## config.mk

```make
export PLATFORM = sky130hd
export DESIGN_NAME = walsh_synth
export DESIGN_NICKNAME = d
export VERILOG_FILES = /design/src/rtl/wsyn_pkg.sv /design/src/rtl/wsyn_coef_bank.sv /design/src/rtl/wsyn_term_sel.sv /design/src/rtl/wsyn_ctrl.sv /design/src/rtl/wsyn_accum.sv /design/src/rtl/walsh_synth.sv
export SDC_FILE = /design/constraint.sdc
export NUM_CORES = 2
export LEC_CHECK = 0
export BUFFER_PORTS_ARGS = -buffer_cell sky130_fd_sc_hd__buf_2
export CAP_MARGIN = 25
export CORE_ASPECT_RATIO = 1.25
export CORE_UTILIZATION = 45
export DETAILED_ROUTE_END_ITERATION = 8
export PLACE_DENSITY = 0.59
export SLEW_MARGIN = 20
export SYNTH_ARGS = -nofsm -noshare
export SYNTH_HDL_FRONTEND = slang
export SYNTH_SLANG_ARGS = --single-unit
```

## constraint.sdc

```tcl
create_clock -name clk_i -period 8.3 [get_ports clk_i]
set_input_delay 1.66 -clock clk_i [delete_from_list [all_inputs] [get_ports clk_i]]
set_output_delay 1.66 -clock clk_i [all_outputs]
set_load 0.01 [all_outputs]
```

## src/rtl/wsyn_pkg.sv

```systemverilog
package wsyn_pkg;
  typedef enum logic {ST_IDLE = 1'b0, ST_RUN = 1'b1} wsyn_state_e;
endpackage

```

## src/rtl/wsyn_coef_bank.sv

```systemverilog
module wsyn_coef_bank #(
  parameter int N_TERMS = 64,
  parameter int COEF_W  = 16,
  localparam int IDX_W  = $clog2(N_TERMS)
) (
  input  logic              clk_i,
  input  logic              rst_ni,
  input  logic              wr_en_i,
  input  logic [IDX_W-1:0]  wr_addr_i,
  input  logic [COEF_W-1:0] wr_data_i,
  input  logic              load_i,
  input  logic [IDX_W-1:0]  rd_idx_i,
  output logic [COEF_W-1:0] rd_data_o
);
  logic [COEF_W-1:0] stg_q [N_TERMS];
  logic [COEF_W-1:0] act_q [N_TERMS];

  for (genvar g = 0; g < N_TERMS; g++) begin : g_entry
    always_ff @(posedge clk_i or negedge rst_ni) begin
      if (!rst_ni) stg_q[g] <= '0;
      else if (wr_en_i && (wr_addr_i == IDX_W'(g))) stg_q[g] <= wr_data_i;
    end
    // snapshot used by the arithmetic; updated only on an accepted start
    always_ff @(posedge clk_i or negedge rst_ni) begin
      if (!rst_ni) act_q[g] <= '0;
      else if (load_i) act_q[g] <= stg_q[g];
    end
  end

  assign rd_data_o = act_q[rd_idx_i];
endmodule

```

## src/rtl/wsyn_term_sel.sv

```systemverilog
module wsyn_term_sel #(
  parameter int N_TERMS = 64,
  parameter int COEF_W  = 16,
  localparam int IDX_W  = $clog2(N_TERMS),
  localparam int ACC_W  = COEF_W + IDX_W + 1
) (
  input  logic                    clk_i,
  input  logic                    rst_ni,
  input  logic                    load_i,
  input  logic [N_TERMS-1:0]      walsh_i,
  input  logic [IDX_W-1:0]        idx_i,
  input  logic [COEF_W-1:0]       coef_i,
  output logic signed [ACC_W-1:0] term_o
);
  logic [N_TERMS-1:0]      wbits_q;
  logic signed [ACC_W-1:0] ext;

  always_ff @(posedge clk_i or negedge rst_ni) begin
    if (!rst_ni) wbits_q <= '0;
    else if (load_i) wbits_q <= walsh_i;
  end

  assign ext    = {{(ACC_W-COEF_W){coef_i[COEF_W-1]}}, coef_i};
  assign term_o = wbits_q[idx_i] ? -ext : ext;
endmodule

```

## src/rtl/wsyn_ctrl.sv

```systemverilog
module wsyn_ctrl #(
  parameter int N_TERMS = 64,
  localparam int IDX_W  = $clog2(N_TERMS)
) (
  input  logic             clk_i,
  input  logic             rst_ni,
  input  logic             start_i,
  output logic             load_o,
  output logic             step_o,
  output logic             last_o,
  output logic [IDX_W-1:0] idx_o,
  output logic             busy_o
);
  import wsyn_pkg::*;
  wsyn_state_e     state_q;
  logic [IDX_W-1:0] idx_q;

  assign load_o = (state_q == ST_IDLE) && start_i;
  assign step_o = (state_q == ST_RUN);
  assign last_o = step_o && (idx_q == IDX_W'(N_TERMS-1));
  assign idx_o  = idx_q;
  assign busy_o = step_o;

  always_ff @(posedge clk_i or negedge rst_ni) begin
    if (!rst_ni) begin
      state_q <= ST_IDLE;
      idx_q   <= '0;
    end else if (load_o) begin
      state_q <= ST_RUN;
      idx_q   <= '0;
    end else if (step_o) begin
      idx_q <= idx_q + 1'b1;
      if (last_o) state_q <= ST_IDLE;
    end
  end
endmodule

```

## src/rtl/wsyn_accum.sv

```systemverilog
module wsyn_accum #(
  parameter int N_TERMS = 64,
  parameter int COEF_W  = 16,
  parameter int OUT_W   = 16,
  localparam int IDX_W  = $clog2(N_TERMS),
  localparam int ACC_W  = COEF_W + IDX_W + 1
) (
  input  logic                    clk_i,
  input  logic                    rst_ni,
  input  logic                    clear_i,
  input  logic                    step_i,
  input  logic                    last_i,
  input  logic signed [ACC_W-1:0] term_i,
  output logic [OUT_W-1:0]        sample_o,
  output logic                    valid_o
);
  localparam logic signed [ACC_W-1:0] MAX_V = ACC_W'((2**(OUT_W-1)) - 1);
  localparam logic signed [ACC_W-1:0] MIN_V = -ACC_W'(2**(OUT_W-1));

  logic signed [ACC_W-1:0] acc_q, sum, clip;
  logic [OUT_W-1:0]        sample_q;
  logic                    valid_q;

  assign sum = acc_q + term_i;

  always_comb begin
    if (sum > MAX_V)      clip = MAX_V;
    else if (sum < MIN_V) clip = MIN_V;
    else                  clip = sum;
  end

  always_ff @(posedge clk_i or negedge rst_ni) begin
    if (!rst_ni) begin
      acc_q    <= '0;
      sample_q <= '0;
      valid_q  <= 1'b0;
    end else begin
      valid_q <= step_i && last_i;
      if (clear_i)     acc_q <= '0;
      else if (step_i) acc_q <= sum;
      if (step_i && last_i) sample_q <= clip[OUT_W-1:0];
    end
  end

  assign sample_o = sample_q;
  assign valid_o  = valid_q;
endmodule

```

## src/rtl/walsh_synth.sv

```systemverilog
module walsh_synth #(
  parameter int N_TERMS = 64,
  parameter int COEF_W  = 16,
  parameter int OUT_W   = 16,
  localparam int IDX_W  = $clog2(N_TERMS),
  localparam int ACC_W  = COEF_W + IDX_W + 1
) (
  input  logic               clk_i,
  input  logic               rst_ni,
  input  logic               start_i,
  input  logic [N_TERMS-1:0] walsh_i,
  input  logic               wr_en_i,
  input  logic [IDX_W-1:0]   wr_addr_i,
  input  logic [COEF_W-1:0]  wr_data_i,
  output logic               busy_o,
  output logic [OUT_W-1:0]   sample_o,
  output logic               valid_o
);
  logic                    load, step, last;
  logic [IDX_W-1:0]        idx;
  logic [COEF_W-1:0]       coef;
  logic signed [ACC_W-1:0] term;

  wsyn_ctrl #(.N_TERMS(N_TERMS)) u_ctrl (
    .clk_i, .rst_ni, .start_i,
    .load_o(load), .step_o(step), .last_o(last), .idx_o(idx), .busy_o
  );

  wsyn_coef_bank #(.N_TERMS(N_TERMS), .COEF_W(COEF_W)) u_bank (
    .clk_i, .rst_ni, .wr_en_i, .wr_addr_i, .wr_data_i,
    .load_i(load), .rd_idx_i(idx), .rd_data_o(coef)
  );

  wsyn_term_sel #(.N_TERMS(N_TERMS), .COEF_W(COEF_W)) u_term (
    .clk_i, .rst_ni, .load_i(load), .walsh_i,
    .idx_i(idx), .coef_i(coef), .term_o(term)
  );

  wsyn_accum #(.N_TERMS(N_TERMS), .COEF_W(COEF_W), .OUT_W(OUT_W)) u_acc (
    .clk_i, .rst_ni, .clear_i(load), .step_i(step), .last_i(last),
    .term_i(term), .sample_o, .valid_o
  );
endmodule

```

==> results.txt <==
The flow ran to the end, but the final reports show violations. The final reports fail on DRC. After detailed routing, the average wire length per cell comes to 24.3 um.

The leftover overflow at the end of global routing came out at 0. The total area of multi-input combinational cells came out at 0.0348 sq mm. The async set-or-reset flop fraction in the synthesized netlist is 1.00. Ranked by total cell area, the synthesized netlist is headed by dfrtp_1, nand2_1, mux2_2, mux4_2, clkbuf_1.

The part of the total power dissipated in the clock network is 0.295. The maximum count of clock buffers along a single path came out at 3. The insertion delay to the later sink of the worst-skew pair is just under 0.9 ns. In the global route stage, overall resource usage came out at 0.262. CTS built an H-tree with a depth of 4. At the pin with the least slew margin, the transition time is 1.27 ns. The post-synthesis cell type with the largest combined area is dfrtp_1. Entering global routing, the biggest net connects 202 pins. The sum of negative setup slack is 0 ns.

The classification of the worst-slack hold path is flop to flop. The post-CTS clock slew at the launch and capture registers of the worst setup and hold paths is 0.06 ns. The count of mapped cells out of synthesis is 8,019. Of the total synthesized cell area, the portion taken by AND, OR, NAND and NOR gates is 0.153. The adder and majority gate portion of the synthesized area is 0.00366. The power per cell area came out at 325 mW/mm^2. Power comes to about 33 mW. At the worst endpoint, the arrival time is 8.43 ns.

For this run, global-route usage on met3 was measured as 0.0396. The critical path goes through buf_4 -> mux4_2 -> mux4_2 -> mux4_2 -> inv_1 -> ha_1 -> nand2_1 -> nand4b_1 -> a211oi_1 -> o221a_2 -> nand3_1 -> nand2_1 -> xnor2_1 -> ha_1 -> and2_1 -> a22o_1 -> a31o_2 -> o21ai_0 -> a311oi_1 -> a21o_1 -> a21oi_1 -> xnor3_2 -> o31ai_4 -> a21oi_1. The share of synthesized area in the top cell type comes to 0.594. The biggest fanout along the worst timing path came out at 17.

After clock tree synthesis, the flow added hold-fix buffers numbering 0. The data required time at the worst endpoint is ~9 ns. The x dimension of the die is 404 um. The sequential cell area in the final layout came out at 0.0540 sq mm. The switching power share of the total is 0.341. The mean instance size in the synthesized netlist came out at 11.3 sq um. The Yosys step of the flow raised 0 warnings. TritonCTS built the clock tree.

The remaining number of nets flagged by the antenna check after routing came out at 0. For the finished layout, the period the worst path requires is ~7.7 ns. The count of unique library cells instantiated by Yosys came out at 70. Of the cells placed in the final design, the portion with a size suffix greater than 1 is 0.243. For this configuration, the core starts out at a cell density of 0.452.

For this run, the slowest stage of the critical path takes roughly 0.76 ns. The final number of setup-violating endpoints is 0. The synthesis-to-finish area growth came out at 11.7%.

The number of port buffers came out at 107. The placeable core region is approximately 0.2 sq mm. Among the stages of the critical path, the cell type that occurs most often is mux4_2. The post-synthesis compound-gate area fraction came out at 0.0211. In the global route stage, met2 resource usage came out at 0.432. The overall routed net length is 264,000 um. For this run, the post-layout net count is 8,094. The sequential element share of the synthesized area came out at 0.594. The number of clock sinks came out at between 2,000 and 2,500. The initial antenna violation count came out at 27. The fraction of the cycle the final worst path needs is 0.928. The half-perimeter wire length of the detailed placement result came out at 161,000 um. Leaving out fill and tap cells, the most frequent cell in the layout is nand2_1.

The multiplexer share of the synthesized area is 0.199. STA classifies the critical path startpoint as a flop. Using the TritonRoute via totals, the vias-per-cell ratio works out to about 5.5. Based on the critical path, the design can be clocked at up to 0.130 GHz. The relative contribution of sequential cells to total power came out at 0.409.

The max-slew headroom at the worst pin came out at 0.156. The count of filler cells inserted in the layout came out at 17,700. The number of iterations in the first detailed-routing pass is 7. After synthesis, the largest family of logic cells by area is multiplexers. The max-capacitance violation count is 0. The number of design rule violations left after detail routing is 3. The starting DRC count in detailed routing came out at between 5,000 and 6,000.

On the critical path, the stage with the largest delay is an instance of dfrtp_4. The initialized floorplan defines 184 standard-cell rows. The total vias in the final route came out at between 50,000 and 60,000. The combined area of all synthesized cells came out at 0.0909 sq mm. The net count of the mapped netlist is 8,135.

The worst ir drop on vdd came out at 0.373 mV. In the layout the commonest cells are nand2_1, dfrtp_1, mux2_2. The clock tree skew after final layout is 0.0511 ns. Pin placement for this block handled 108 I/O pins.

The via count of the first global-routing pass is between 60,000 and 70,000. The switching power of the nets is 11.3 mW. The number of synthesized flops with an enable pin came out at 0. The number of failing hold endpoints at the final stage came out at 0. The internal power came out at 21.8 mW. The max-slew violation count came out at 0. The most frequently used flop master after synthesis is dfrtp_1. The xor and xnor area share after synthesis is 0.00344.

The die covers 0.204 sq mm. Synthesis inferred 2,159 register bits. The setup path with the least slack is of type flop to flop. Counting the buffers created by CTS gives 208. STA classifies the critical path endpoint as a flop.

After global routing, the most crowded layer is met2. The height of the chip came out at 505 um. Of the total power, combinational logic draws 0.297.

Setup repair after global routing left no endpoint under its margin. The total leakage power came out at 52.2 nW. Routability-driven placement finished with a final weighted congestion of 0.872. The cell sitting at the root of the clock tree is a clkbuf_16. For met1 alone, demand over resource in global routing was 0.356. The first global-routing pass estimated approximately 400,000 um of wire.
-- power by group through the flow --
| stage | clock network (mW) | logic [mW] | registers [mW] |
|---|---|---|---|
| 2_1_floorplan | 0 | 6.79 | 13.1 |
| 3_3_place_gp | 0 | 9.73 | 13.6 |
| 3_5_place_dp | 0 | 9.81 | 13.7 |
| 4_1_cts | 9.91 | 9.84 | 13.5 |
| 5_1_grt | 10.3 | 10.7 | 13.7 |
| 6_report | 9.74 | 9.80 | 13.5 |
-- layer usage --
metal  part of all wire  vias up
li1                   -    26500
met1               0.42    31500
met2               0.49     1575
met3              0.056      380
met4              0.032       10
met5            0.00028        -
-- cells in the mapped netlist, types with 6 or more instances --
library cell and number:
o21bai_1 7, or2_2 10, ha_1 25, xor2_1 12, nand4_1 15, a21o_1 6, nand2_1 3378, nand2b_1 18
clkbuf_1 426, a221oi_1 8, xnor2_1 21, inv_1 9, a21oi_1 57, buf_2 34, nor2_1 75, o22ai_1 13
a22oi_1 65, mux2i_1 90, o21ai_0 42, a211oi_1 7, nand3_1 32, buf_4 27, buf_1 42, mux2_2 1026
and2_1 7, nor2b_1 18, mux4_2 252, dfrtp_1 2159, nor3_1 13, a22o_1 28, or3_1 6, and3_1 8
a31oi_1 10, buf_6 10
-- layout make-up --
class / instances / share of cell area
clock buffers: 307 / 0.0603
multi-input cells: 5308 / 0.342
clock inverters: 82 / 0.00900
inverters: 12 / 0.000443
flip-flops and latches: 2159 / 0.532
repair buffers: 289 / 0.0225
well taps: 2697 / 0.0332
diodes: 10 / 0.000246
-- flip-flops by register name, indices dropped and copies added (netlist names) --
signal and flops:
u_acc.acc_q 23, u_bank.act_q 1024, u_ctrl.idx_o 6, u_ctrl.busy_o 1, u_acc.valid_o 1, u_acc.sample_o 16, u_bank.stg_q 1024, u_term.wbits_q 64
-- worst max-delay path, delay by kind of cell (launching register included) --
kind | cells | cell delay (ns)
buf+inv | 2 | 0.44
xor+xnor | 2 | 0.51
simple gates | 5 | 0.75
compound gates | 10 | 2.92
fa+ha+maj | 2 | 0.56
flops | 1 | 0.76
mux | 3 | 1.59
-- per-stage QoR --
| step | area [sq um] | hold slack, ns | worst slack (ns) | cells | util |
|---|---|---|---|---|---|
| after global placement | 94400 | 0.440 | 0.464 | 10500 | 0.469 |
| after floorplan | 90900 | 0.433 | 1.36 | 8019 | - |
| after CTS | 101000 | 0.428 | 0.482 | 10800 | 0.505 |
| after global routing | 102000 | 0.462 | 0.155 | 10900 | 0.505 |
| final | 102000 | 0.428 | 0.598 | 10900 | 0.505 |
| after detailed placement | 94400 | 0.446 | 0.492 | 10500 | 0.470 |
-- path summary, 6_finish.rpt --
path | startpoint | to | slack (ns) | depth (start not counted)
worst max-delay path | u_ctrl.idx_o[0] | u_acc.sample_o[13] | 0.60 | 24
worst min-delay path | u_bank.stg_q[334] | u_bank.act_q[334] | 0.43 | 2
worst max register to register | u_ctrl.idx_o[0] | u_acc.sample_o[13] | 0.60 | 24
worst min register to register | u_bank.stg_q[334] | u_bank.act_q[334] | 0.43 | 2
max in group asynchronous | rst_ni | u_bank.stg_q[960] | 5.46 | 3
min in group asynchronous | rst_ni | u_bank.stg_q[236] | 0.78 | 1
-- timing repair --
action,4_1_cts,5_1_grt
buffers inserted,0,1
gates resized for setup,0,0
endpoints found under the setup margin,0,9
-- kinds of logic (layout without fill, tap and decap cells) --
kind of cell    count (synthesis)  in the layout
fa+ha+maj                      26             26
mux                          1368           1368
compound gates                278            278
xor+xnor                       34             34
other cells                     0             10
buf+inv                       552            690
flops                        2159           2159
simple gates                 3602           3602
(Power assumes the default switching activity.)
